--- config.mk ---
export PLATFORM = sky130hd
export DESIGN_NAME = dual_timer_counter
export DESIGN_NICKNAME = d
export VERILOG_FILES = /design/src/rtl/tmr_pkg.sv /design/src/rtl/tmr_prescaler.sv /design/src/rtl/tmr_pin_sync.sv /design/src/rtl/tmr_channel.sv /design/src/rtl/dual_timer_counter.sv
export SDC_FILE = /design/constraint.sdc
export NUM_CORES = 1
export LEC_CHECK = 0
export ABC_AREA = 0
export CAP_MARGIN = 20
export CORE_ASPECT_RATIO = 1.5
export CORE_MARGIN = 8
export CORE_UTILIZATION = 60
export CTS_CLUSTER_DIAMETER = 200
export DETAILED_ROUTE_END_ITERATION = 7
export PLACE_DENSITY = 0.91
export REMOVE_ABC_BUFFERS = 1
export SLEW_MARGIN = 0
export SYNTH_ARGS = -nofsm -noshare
export SYNTH_HDL_FRONTEND = slang
export SYNTH_SLANG_ARGS = --single-unit
export TNS_END_PERCENT = 100
--- constraint.sdc ---
create_clock -name clk -period 5.85 [get_ports clk]
set_input_delay 1.4625 -clock clk [delete_from_list [all_inputs] [get_ports clk]]
set_output_delay 1.4625 -clock clk [all_outputs]
set_load 0.005 [all_outputs]
--- src/rtl/tmr_pkg.sv ---
package tmr_pkg;
  localparam int BYTE_W = 8;
  localparam int ADDR_W = 3;
  localparam int NUM_CH = 2;

  localparam logic [ADDR_W-1:0] A_CTRL = 3'd0;
  localparam logic [ADDR_W-1:0] A_MODE = 3'd1;
  localparam logic [ADDR_W-1:0] A_LO0  = 3'd2;
  localparam logic [ADDR_W-1:0] A_HI0  = 3'd3;
  localparam logic [ADDR_W-1:0] A_LO1  = 3'd4;
  localparam logic [ADDR_W-1:0] A_HI1  = 3'd5;

  typedef enum logic [1:0] {
    MODE_13     = 2'd0,
    MODE_16     = 2'd1,
    MODE_RELOAD = 2'd2,
    MODE_SPLIT  = 2'd3
  } cnt_mode_e;

  // nibble layout: gate, source, mode[1:0]
  typedef struct packed {
    logic      gate;
    logic      ext_sel;
    cnt_mode_e mode;
  } chan_cfg_t;
endpackage

--- src/rtl/tmr_prescaler.sv ---
module tmr_prescaler #(
  parameter int DIV = 12
) (
  input  logic clk,
  input  logic rst_n,
  output logic tick
);
  localparam int CW = (DIV > 1) ? $clog2(DIV) : 1;
  localparam logic [CW-1:0] LAST = CW'(DIV - 1);

  logic [CW-1:0] cnt_q;

  assign tick = (cnt_q == LAST);

  always_ff @(posedge clk) begin
    if (!rst_n)    cnt_q <= '0;
    else if (tick) cnt_q <= '0;
    else           cnt_q <= cnt_q + 1'b1;
  end

  // ticks are spaced, never back to back
  assert_tick_spacing_R3: assert property (@(posedge clk) disable iff (!rst_n)
    tick |=> !tick);
endmodule

--- src/rtl/tmr_pin_sync.sv ---
module tmr_pin_sync #(
  parameter int STAGES = 2
) (
  input  logic clk,
  input  logic rst_n,
  input  logic cnt_pin,
  input  logic gate_pin,
  output logic cnt_fall,
  output logic gate_lvl
);
  logic [STAGES-1:0] cnt_sq;
  logic [STAGES-1:0] gate_sq;
  logic              cnt_prev;

  always_ff @(posedge clk) begin
    if (!rst_n) begin
      cnt_sq   <= '0;
      gate_sq  <= '0;
      cnt_prev <= 1'b0;
    end else begin
      cnt_sq   <= {cnt_sq[STAGES-2:0], cnt_pin};
      gate_sq  <= {gate_sq[STAGES-2:0], gate_pin};
      cnt_prev <= cnt_sq[STAGES-1];
    end
  end

  assign cnt_fall = cnt_prev & ~cnt_sq[STAGES-1];
  assign gate_lvl = gate_sq[STAGES-1];

  // one edge gives one count pulse
  assert_single_edge_R8: assert property (@(posedge clk) disable iff (!rst_n)
    cnt_fall |=> !cnt_fall);
endmodule

--- src/rtl/tmr_channel.sv ---
module tmr_channel
  import tmr_pkg::*;
#(
  parameter int W         = BYTE_W,
  parameter int PRE_W     = 5,
  parameter bit CAN_SPLIT = 1'b1
) (
  input  logic         clk,
  input  logic         rst_n,
  input  cnt_mode_e    mode,
  input  logic         inc_main,
  input  logic         inc_split,
  input  logic         wr_lo,
  input  logic         wr_hi,
  input  logic [W-1:0] wdata,
  output logic [W-1:0] lo,
  output logic [W-1:0] hi,
  output logic         ovf_main,
  output logic         ovf_split
);
  logic [W-1:0] lo_q, hi_q, lo_d, hi_d;
  logic         split_md, step_m, step_s;
  logic         ovf_m, ovf_s;

  assign split_md = (mode == MODE_SPLIT);
  assign step_m   = inc_main & ~wr_lo & ~(wr_hi & ~split_md);
  assign step_s   = inc_split & ~wr_hi;

  always_comb begin
    lo_d  = lo_q;
    hi_d  = hi_q;
    ovf_m = 1'b0;
    ovf_s = 1'b0;
    case (mode)
      MODE_13: if (step_m) begin
        if (&lo_q[PRE_W-1:0]) begin
          lo_d[PRE_W-1:0] = '0;
          hi_d            = hi_q + 1'b1;
          ovf_m           = &hi_q;
        end else begin
          lo_d[PRE_W-1:0] = lo_q[PRE_W-1:0] + 1'b1;
        end
      end
      MODE_16: if (step_m) begin
        {hi_d, lo_d} = {hi_q, lo_q} + 1'b1;
        ovf_m        = &{hi_q, lo_q};
      end
      MODE_RELOAD: if (step_m) begin
        if (&lo_q) begin
          lo_d  = hi_q;
          ovf_m = 1'b1;
        end else begin
          lo_d = lo_q + 1'b1;
        end
      end
      MODE_SPLIT: if (CAN_SPLIT) begin
        if (step_m) begin
          lo_d  = lo_q + 1'b1;
          ovf_m = &lo_q;
        end
        if (step_s) begin
          hi_d  = hi_q + 1'b1;
          ovf_s = &hi_q;
        end
      end
      default: ;
    endcase
    if (wr_lo) lo_d = wdata;
    if (wr_hi) hi_d = wdata;
  end

  always_ff @(posedge clk) begin
    if (!rst_n) begin
      lo_q <= '0;
      hi_q <= '0;
    end else begin
      lo_q <= lo_d;
      hi_q <= hi_d;
    end
  end

  assign lo        = lo_q;
  assign hi        = hi_q;
  assign ovf_main  = ovf_m;
  assign ovf_split = ovf_s;

  // a reload overflow copies the high byte into the low byte
  assert_reload_copy_R6: assert property (@(posedge clk) disable iff (!rst_n)
    (mode == MODE_RELOAD && ovf_main) |=> (lo_q == $past(hi_q)));

  // top three low bits are frozen in 13-bit mode
  assert_mode0_upper_R5: assert property (@(posedge clk) disable iff (!rst_n)
    (mode == MODE_13 && !wr_lo) |=> (lo_q[W-1:PRE_W] == $past(lo_q[W-1:PRE_W])));

  // a write lands exactly as written
  assert_write_wins_R10: assert property (@(posedge clk) disable iff (!rst_n)
    wr_lo |=> (lo_q == $past(wdata)));

  generate
    if (!CAN_SPLIT) begin : g_hold
      // a channel that cannot split holds in mode 3
      assert_split_hold_R7: assert property (@(posedge clk) disable iff (!rst_n)
        (split_md && !wr_lo && !wr_hi) |=> ($stable(lo_q) && $stable(hi_q)));
    end
  endgenerate
endmodule

--- src/rtl/dual_timer_counter.sv ---
module dual_timer_counter
  import tmr_pkg::*;
#(
  parameter int PRESCALE    = 12,
  parameter int SYNC_STAGES = 2
) (
  input  logic              clk,
  input  logic              rst_n,
  input  logic              wr_en,
  input  logic [ADDR_W-1:0] addr,
  input  logic [BYTE_W-1:0] wdata,
  output logic [BYTE_W-1:0] rdata,
  input  logic [NUM_CH-1:0] cnt_in,
  input  logic [NUM_CH-1:0] gate_in,
  output logic [NUM_CH-1:0] ovf_flag
);
  localparam int RUN0_B = 4;
  localparam int FLG0_B = 5;
  localparam int RUN1_B = 6;
  localparam int FLG1_B = 7;

  logic [BYTE_W-1:0] ctrl_q, mode_q;
  logic              tick, wr_ctrl, wr_mode;
  logic              set_f0, set_f1;
  chan_cfg_t         cfg      [NUM_CH];
  logic [NUM_CH-1:0] run, fall, gate_lvl, inc, ovf_m, ovf_s, wr_lo, wr_hi;
  logic [BYTE_W-1:0] lo_v     [NUM_CH];
  logic [BYTE_W-1:0] hi_v     [NUM_CH];

  assign wr_ctrl = wr_en && (addr == A_CTRL);
  assign wr_mode = wr_en && (addr == A_MODE);
  assign run[0]  = ctrl_q[RUN0_B];
  assign run[1]  = ctrl_q[RUN1_B];
  assign cfg[0]  = chan_cfg_t'(mode_q[3:0]);
  assign cfg[1]  = chan_cfg_t'(mode_q[7:4]);

  tmr_prescaler #(.DIV(PRESCALE)) u_pre (
    .clk(clk), .rst_n(rst_n), .tick(tick)
  );

  generate
    for (genvar c = 0; c < NUM_CH; c++) begin : g_ch
      tmr_pin_sync #(.STAGES(SYNC_STAGES)) u_sync (
        .clk(clk), .rst_n(rst_n),
        .cnt_pin(cnt_in[c]), .gate_pin(gate_in[c]),
        .cnt_fall(fall[c]), .gate_lvl(gate_lvl[c])
      );

      assign inc[c]   = run[c] & (~cfg[c].gate | gate_lvl[c])
                        & (cfg[c].ext_sel ? fall[c] : tick);
      assign wr_lo[c] = wr_en && (addr == ADDR_W'(2 + 2 * c));
      assign wr_hi[c] = wr_en && (addr == ADDR_W'(3 + 2 * c));

      tmr_channel #(.W(BYTE_W), .PRE_W(5), .CAN_SPLIT(c == 0)) u_chan (
        .clk(clk), .rst_n(rst_n),
        .mode(cfg[c].mode),
        .inc_main(inc[c]),
        .inc_split((c == 0) ? (run[1] & tick) : 1'b0),
        .wr_lo(wr_lo[c]), .wr_hi(wr_hi[c]), .wdata(wdata),
        .lo(lo_v[c]), .hi(hi_v[c]),
        .ovf_main(ovf_m[c]), .ovf_split(ovf_s[c])
      );
    end
  endgenerate

  assign set_f0 = ovf_m[0];
  assign set_f1 = (cfg[0].mode == MODE_SPLIT) ? ovf_s[0] : ovf_m[1];

  always_ff @(posedge clk) begin
    if (!rst_n) begin
      ctrl_q <= '0;
      mode_q <= '0;
    end else begin
      if (wr_mode) mode_q <= wdata;
      if (wr_ctrl) ctrl_q <= wdata;
      else begin
        if (set_f0) ctrl_q[FLG0_B] <= 1'b1;
        if (set_f1) ctrl_q[FLG1_B] <= 1'b1;
      end
    end
  end

  always_comb begin
    case (addr)
      A_CTRL:  rdata = ctrl_q;
      A_MODE:  rdata = mode_q;
      A_LO0:   rdata = lo_v[0];
      A_HI0:   rdata = hi_v[0];
      A_LO1:   rdata = lo_v[1];
      A_HI1:   rdata = hi_v[1];
      default: rdata = '0;
    endcase
  end

  assign ovf_flag = {ctrl_q[FLG1_B], ctrl_q[FLG0_B]};

  // flags stay set until the control byte is written
  assert_flag0_sticky_R11: assert property (@(posedge clk) disable iff (!rst_n)
    (ctrl_q[FLG0_B] && !wr_ctrl) |=> ctrl_q[FLG0_B]);
  assert_flag1_sticky_R11: assert property (@(posedge clk) disable iff (!rst_n)
    (ctrl_q[FLG1_B] && !wr_ctrl) |=> ctrl_q[FLG1_B]);

  // with both runs clear and no write, channel 0 holds
  assert_stopped_hold_R3: assert property (@(posedge clk) disable iff (!rst_n)
    (!run[0] && !run[1] && !wr_lo[0] && !wr_hi[0])
      |=> ($stable(lo_v[0]) && $stable(hi_v[0])));

  // channel 1 overflow cannot raise flag 1 while channel 0 is split
  assert_split_flag1_R7: assert property (@(posedge clk) disable iff (!rst_n)
    (cfg[0].mode == MODE_SPLIT && ovf_m[1] && !ovf_s[0] && !wr_ctrl
     && !ctrl_q[FLG1_B]) |=> !ctrl_q[FLG1_B]);
endmodule

==> Word level (Yosys, flattened, before mapping) <==
Index checks and enable logic that the tools add are counted.
{ "word_totals": {"wordCells": 161, "output_inout_bits": 10, "reg_bits": 62} }
{ "op_classes": {"n_mux": 50, "n_reduce_logical": 31, "n_eq_ne": 26, "add_sub_neg": 9, "n_bitwise": 28} }
{ "op_table": {"columns": ["op", "count"], "rows": [
  ["$mux W8", 18],
  ["$pmux W8 S6", 1],
  ["$ne A3 B1 Y1 const B", 12],
  ["$add A16 B1 Y16 const B", 2],
  ["$add A8 B1 Y8 const B", 4],
  ["$reduce_and A16 Y1", 2],
  ["$reduce_and A8 Y1", 4],
  ["$pmux W8 S3", 1],
  ["$mux W5", 4],
  ["$pmux W5 S4", 1],
  ["$mux W1", 19],
  ["$pmux W8 S2", 1],
  ["$reduce_and A4 Y1", 4],
  ["$pmux W5 S3", 1],
  ["$reduce_and A5 Y1", 3],
  ["$and A1 B1 Y1", 14],
  ["$not A1 Y1", 12],
  ["$reduce_bool A4 Y1", 3],
  ["$add A5 B1 Y5 const B", 2],
  ["$pmux W3 S3", 1],
  ["$eq A2 B2 Y1 const B", 4],
  ["$eq A3 B2 Y1 const B", 2],
  ["$eq A3 B3 Y1 const B", 2],
  ["$logic_and A1 B1 Y1", 6],
  ["other kinds (15)", 21]
]} }

==> Logic depth before layout (Yosys ltp) <==
Gate-level depths: netlist of the first run.
{ "logic_depth": {"word_depth": 11, "depth_mapped": 9} }

==> By module <==
From an unflattened synthesis of the first run, not the netlist that was laid out.
{ "unflattened": {"hier_cells": 527, "area_unflattened_um2": 4400.5} }
{ "modules_own_cells": {"columns": ["mod", "instances", "seq_area_each_um2", "cells_per_inst", "area_each_um2"], "rows": [
  ["tmr_channel (g_ch[0].u_chan)", 1, 320.3, 177, 1388.8],
  ["tmr_channel (g_ch[1].u_chan)", 1, 320.3, 174, 1382.6],
  ["dual_timer_counter", 1, 320.3, 137, 1182.4],
  ["tmr_pin_sync", 2, 100.1, 11, 137.6],
  ["tmr_prescaler", 1, 80.1, 17, 171.4]
]} }

==> Least setup slack after synthesis of the first run <==
OpenSTA, ideal clock, no wires.
{ "synth_timing": {"kind": "input port to output port", "from": "in addr[0]", "to": "out rdata[7]", "cell_stages": 5, "arrival_ns": 2.594, "path_slack_ns": 1.794, "required_time_ns": 4.388, "path_cell_list": "buf_2 -> buf_1 -> mux2_2 -> a32oi_1 -> o21ai_0"} }
{ "synth_between": {"elab_chain_cells": 2, "word_cells_on_any_way": 7, "classes_between": "eq/ne: 5; mux: 1; reduce/logical: 1"} }
{ "synth_rtl": {"columns": ["item", "line_no", "rtl"], "rows": [
  ["start: declaration", "dual_timer_counter.sv:10", "input logic [ADDR_W-1:0] addr,"],
  ["$eq A3 B3 Y1, or another cell as far along", "dual_timer_counter.sv:84", "case (addr)"],
  ["$pmux W8 S6 *", "dual_timer_counter.sv:84", null],
  ["end: declaration", "dual_timer_counter.sv:12", "output logic [BYTE_W-1:0] rdata,"]
]} }
Mark *: on every way between the ends. The rest lies on a longest branch, timed or not.

==> Worst setup path in the final report of the first run <==
{ "layout_timing": {"from": "in addr[0]", "to": "out rdata[6]"} }
Same word-level chain as after synthesis.

==> results of run 1 <==
registers in the layout (all words and copies together), names as in the netlist:
| signal | count |
|---|---|
| g_ch.u_chan.hi | 16 |
| g_ch.u_chan.lo | 16 |
| ctrl_q | 8 |
| mode_q | 8 |
| g_ch.u_sync.cnt_sq | 4 |
| g_ch.u_sync.gate_sq | 4 |
| u_pre.cnt_q | 4 |
| g_ch.u_sync.cnt_prev | 2 |
kinds of logic (layout without fill, tap and decap cells):
kind of cell             count (synthesis)  count (layout)  synth area share
buffers and inverters                   52              64           0.05136
AO/OA/AOI/OAI                          161             161            0.2499
adder cells (fa/ha/maj)                 16              16           0.04834
multiplexers                            17              17           0.04260
XOR/XNOR                                17              17           0.03595
AND/OR/NAND/NOR                        221             221            0.2722
flip-flops                              62              62            0.2997
layer usage:
| layer | wire, µm | vias up | track usage |
|---|---|---|---|
| met3 | 1092 | 62 | 0.05125 |
| met2 | 6750 | 223 | 0.4518 |
| met1 | 5237 | 2032 | 0.3136 |
| met5 | 0 | - | 0 |
| met4 | 755 | 0 | 0.1714 |
| li1 | - | 2025 | - |
stage by stage:
stage / total power, W / area, µm²
final: 0.0009598 / 4593
after global routing: 0.0009907 / 4593
after CTS: 0.0009586 / 4593
after detailed placement: 0.0005871 / 4405
after global placement: 0.0005839 / 4405
after floorplan: 0.0005241 / 3993
worst min path at each step:
stage	cells past startpoint	slack [ns]	endpoint
final	1	0.44	g_ch[0].u_sync.gate_sq[1]
after global routing	1	0.47	g_ch[1].u_sync.cnt_sq[1]
after CTS	1	0.44	g_ch[1].u_sync.cnt_sq[1]
after detailed placement	1	0.42	g_ch[1].u_sync.cnt_sq[1]
after global placement	1	0.42	g_ch[0].u_sync.gate_sq[1]
after floorplan	1	0.41	g_ch[0].u_sync.cnt_sq[1]
cells in the mapped netlist (5+ instances only):
cell	n	share of area
a21oi_1	43	0.052
a221oi_1	5	0.011
a22oi_1	7	0.013
a31oi_1	13	0.020
and2_1	11	0.017
and3_1	13	0.020
and4_1	6	0.013
clkbuf_1	25	0.023
dfxtp_1	62	0.30
ha_1	16	0.048
inv_1	17	0.015
mux2_2	5	0.014
mux2i_1	12	0.029
nand2_1	61	0.055
nand2b_1	6	0.0091
nand3_1	23	0.028
nand4_1	12	0.018
nor2_1	53	0.048
nor3_1	8	0.0097
o211ai_1	5	0.0091
o21ai_0	34	0.041
o22ai_1	14	0.021
xnor2_1	9	0.019
xor2_1	8	0.017
cell type report:
cell class | instances | area share
timing repair buffer | 33 | 0.06865
clock buffer | 11 | 0.03078
clock inverter | 3 | 0.01008
inverter | 17 | 0.01389
sequential | 62 | 0.2702
tap | 78 | 0.02125
multi-input combinational | 432 | 0.5851
power by group through the flow:
stage | Sequential (W) | Clock, W | Combinational (W)
final | 0.000458 | 0.000378 | 0.000125
after global placement | 0.000466 | 0 | 0.000118
after floorplan | 0.000458 | 0 | 0.0000660
after detailed placement | 0.000466 | 0 | 0.000121
after CTS | 0.000456 | 0.000380 | 0.000122
after global routing | 0.000459 | 0.000397 | 0.000135
==> flow_metrics.tcl, run 1 <==
set metrics [dict create \
    die_x_um 83.84 \
    worstRegToRegCells 9 \
    worstSetupPathType "input pin to primary output" \
    timing.rr.start "g_ch[1].u_chan.lo[0]" \
    hold_viol 0 \
    final_util 0.6796 \
    rr_endpoint "g_ch[1].u_chan.hi[6]" \
    slew_headroom 0.5307 \
    rsz0062_at_grt "false" \
    drc 0 \
    initial_utilization 0.6127 \
    most-common-layout-cells "dfxtp_1 (62), nand2_1 (61), nor2_1 (53)" \
    drive_gt1_frac 0.05914 \
    fill_cells 577 \
    synth-edff-count 0 \
    pwr-share-seq 0.477 \
    layout.cells.most_common "dfxtp_1" \
    grt_usage 0.2734 \
    max_stage_delay_ns 0.64 \
    core_um2 6759 \
    swShare 0.2783 \
    synth-seq-area-share 0.2997 \
    clkSinkCount 62 \
    cp_max_fo 13 \
    cap_violations 0 \
    vias 4342 \
    grt_pass1_wl_um 21880 \
    crit_family "buffers and inverters" \
    path_buf_inv 4 \
    cp_slowest_cell "clkdlybuf4s50_1" \
    portBuffers 27 \
    worstPathRequired_ns 4.39 \
    p_clk_frac 0.393 \
    antenna_found_initial 0 \
    avgSynthCellArea_um2 7.585 \
    end_kind "primary output" \
    h-tree-depth 3 \
    setup_viol 0 \
    pwr-share-comb 0.130 \
    wl_per_cell_um 21.75 \
    hold_ws_ns 0.4367 \
    grt_pass1_vias 4117 \
    clk_latency_ns 0.36 \
    holdBufCountCts 0 \
    nNetsFinal 589 \
    yosys_warnings 0 \
    post-route-min-period_ns 5.201 \
    numCtsBuffers 9 \
    design.die.area_um2 9872 \
    slew_violations 0 \
    worstPathArrival_ns 3.74 \
    cts.clk_slew.worst_paths_ns 0.07 \
    tightest_slew_ns 0.7000 \
    preCtsSetupSlack_ns 0.7082 \
    regArea_um2 1241 \
    layout_setup_ws_ns 0.6495 \
    routed_via_density 6.827 \
    status "complete, no violations" \
    fin_skew_ns 0.01790 \
    p_leak_nw 1.662 \
    placement_rows 37 \
    stdcell_count 636 \
    period_share 0.8890 \
    netlist_area_um2 4141 \
    async_flop_share 0 \
    clock_tree.root_cell "clkbuf_8" \
    postRouteAntennaNets 0 \
    dp_cells 622 \
    p_int_w 0.0006927 \
    syn_inst 546 \
    min_from "g_ch[0].u_sync.gate_sq[0]" \
    io_pins 28 \
    synth_top_flop_cell "dfxtp_1" \
    cp-start-kind "input pin" \
    cts.repair.resized 0 \
    crit_end "rdata[6]" \
    switchingPower_w 0.0002671 \
    holdCritPathClass "flop to flop" \
    path_cells "clkdlybuf4s50_1 > buf_4 > buf_4 > nor2_1 > nand2_1 > a21o_1 > o221ai_1 > clkdlybuf4s50_1" \
    die_height_um 117.8 \
    diodes 0 \
    area_delta_synth_final_pct 10.91 \
    max_freq_ghz 0.1923 \
    cp.depth 8 \
    gp_congestion 0.9879 \
    wirelength_um 13840 \
    drt_iter0_drc 527 \
    post_cts_buffers 0 \
    power_density_nw_per_um2 209.0 \
    multiInputGateArea_um2 2688 \
    grt_max_degree 46 \
    ys_ff_latch 62 \
    dp_hpwl_um 9871 \
    dr.pass1.iters 5 \
    fin_tns_setup_ns 0 \
    cts_tree "built" \
    clk_path_buf_depth 2 \
    ir_drop_uv 174.8 \
    ys_types 69 \
    startpoint "addr[0]" \
    rrSetupSlack_ns 3.20 \
    grt_overflow 0 \
]
Note: power is estimated with default switching activity, not from simulation.
==> run 2, diff against run 1 <==
--- a/config.mk
+++ b/config.mk
@@ -14,7 +14,8 @@
 export DETAILED_ROUTE_END_ITERATION = 7
 export PLACE_DENSITY = 0.91
 export REMOVE_ABC_BUFFERS = 1
-export SLEW_MARGIN = 0
+export SETUP_SLACK_MARGIN = 0.2
+export SLEW_MARGIN = 20
 export SYNTH_ARGS = -nofsm -noshare
 export SYNTH_HDL_FRONTEND = slang
 export SYNTH_SLANG_ARGS = --single-unit
==> constraint.sdc (replaced) <==
create_clock -name clk -period 5.85 [get_ports clk]
set_input_delay 1.4625 -clock clk [delete_from_list [all_inputs] [get_ports clk]]
set_output_delay 1.4625 -clock clk [all_outputs]
set_load 0.01 [all_outputs]
==> flow_metrics.tcl, run 2 (synthesis results as in run 1) <==
set metrics [dict create \
    cts.repair.resized 0 \
    gp_congestion 0.9675 \
    max_freq_ghz 0.1934 \
    drc 0 \
    worstPathArrival_ns 3.71 \
    diodes 0 \
    min_from "g_ch[1].u_sync.cnt_sq[0]" \
    place_area_um2 4413 \
    timing.rr.start "g_ch[1].u_chan.lo[0]" \
    holdPathEnd "g_ch[1].u_sync.cnt_sq[1]" \
    h-tree-depth 3 \
    area_delta_synth_final_pct 11.72 \
    worstRegToRegCells 9 \
    hold_viol 0 \
    initial_utilization 0.6127 \
    drt_iter0_drc 540 \
    clock_tree.root_cell "clkbuf_8" \
    core_um2 6759 \
    worstPathRequired_ns 4.39 \
    post_cts_buffers 0 \
    portBuffers 27 \
    status "complete, no violations" \
    rsz0062_at_grt "false" \
    routed_via_density 6.909 \
    design.die.area_um2 9872 \
    cap_violations 0 \
    hold_depth 1 \
    drive_gt1_frac 0.06417 \
    most-common-layout-cells "dfxtp_1 (62), nand2_1 (61), nor2_1 (53)" \
    cp-start-kind "input pin" \
    dr.pass1.iters 6 \
    placement_rows 37 \
    slew_violations 0 \
    vias 4415 \
    layout.cells.most_common "dfxtp_1" \
    wirelength_um 13890 \
    antenna_found_initial 0 \
    tightest_slew_ns 0.8822 \
    cts.clk_slew.worst_paths_ns 0.07 \
    clkSinkCount 62 \
    p_clk_frac 0.421 \
    power_density_nw_per_um2 218.0 \
    holdCritPathClass "flop to flop" \
    post-route-min-period_ns 5.170 \
    cp_max_fo 19 \
    grt_max_degree 23 \
    postRouteAntennaNets 0 \
    nNetsFinal 590 \
    fin_skew_ns 0.01144 \
    numCtsBuffers 9 \
    end_kind "primary output" \
    die_x_um 83.84 \
    swShare 0.2787 \
    pwr-share-seq 0.453 \
    slew_headroom 0.4100 \
    grt_pass1_vias 4217 \
    final_util 0.6846 \
    grt_overflow 0 \
    grt_pass1_wl_um 21920 \
    clk_path_buf_depth 2 \
    p_int_w 0.0007276 \
    pwr-share-comb 0.126 \
    rrSetupSlack_ns 3.26 \
    p_leak_nw 1.682 \
    dp_hpwl_um 9919 \
    grt_usage 0.2753 \
    switchingPower_w 0.0002811 \
    fin_tns_setup_ns 0 \
    io_pins 28 \
    worstSetupPathType "input pin to primary output" \
    stdcell_area_um2 4627 \
    die_height_um 117.8 \
    cts_tree "built" \
    clk_latency_ns 0.36 \
    period_share 0.8838 \
    rr_endpoint "g_ch[1].u_chan.hi[6]" \
    ir_drop_uv 193.0 \
    holdBufCountCts 0 \
    wl_per_cell_um 21.74 \
    setup_viol 0 \
]
run 2: through the flow:
step | worst slack [ns] | hold WS (ns) | cells | total power, W
2_1_floorplan | 2.207 | 0.4118 | 511 | 0.0005250
3_3_place_gp | 0.7637 | 0.4138 | 623 | 0.0005855
3_5_place_dp | 0.7374 | 0.4211 | 623 | 0.0005885
4_1_cts | 0.7384 | 0.4436 | 639 | 0.001008
5_1_grt | 0.6421 | 0.4675 | 639 | 0.001039
6_report | 0.6798 | 0.4403 | 639 | 0.001009
run 2: worst max-delay path by stage:
stage                           to    start  slack [ns]
after floorplan           rdata[4]  addr[2]        2.21
after global placement    rdata[2]  addr[1]        0.76
after detailed placement  rdata[2]  addr[1]        0.74
after CTS                 rdata[2]  addr[1]        0.74
after global routing      rdata[2]  addr[1]        0.64
final                     rdata[2]  addr[1]        0.68
run 2: cell type report:
| class | count | area [µm²] |
|---|---|---|
| repair buffers | 34 | 322.8 |
| fillers | 569 | 2132 |
| well taps | 78 | 97.59 |
| clock buffers | 10 | 127.6 |
| multi-input cells | 432 | 2688 |
| clock inverters | 6 | 86.33 |
| flip-flops and latches | 62 | 1241 |
| inverters | 17 | 63.81 |
run 2: routing by layer:
metal  part of all wire  global-route usage  vias to the layer above
li1                   -                   -                     2032
met1               0.36              0.3092                     2027
met2               0.49              0.4557                      279
met3              0.088             0.05194                       77
met4              0.061              0.1876                        0
met5                  0                   0                        -
run 2: power by group through the flow:
| stage | clock (W) | combinational (W) | sequential (W) |
|---|---|---|---|
| after CTS | 0.000428 | 0.000124 | 0.000456 |
| after global placement | 0 | 0.000120 | 0.000465 |
| after floorplan | 0 | 0.0000668 | 0.000458 |
| after detailed placement | 0 | 0.000123 | 0.000465 |
| after global routing | 0.000444 | 0.000137 | 0.000458 |
| final | 0.000425 | 0.000127 | 0.000457 |
run 2: worst max-delay path: stages:
cell             delay [ns]
clkdlybuf4s50_1        0.92
nor2b_1                0.33
a22oi_1                0.12
o221ai_1               0.27
clkdlybuf4s50_1        0.60
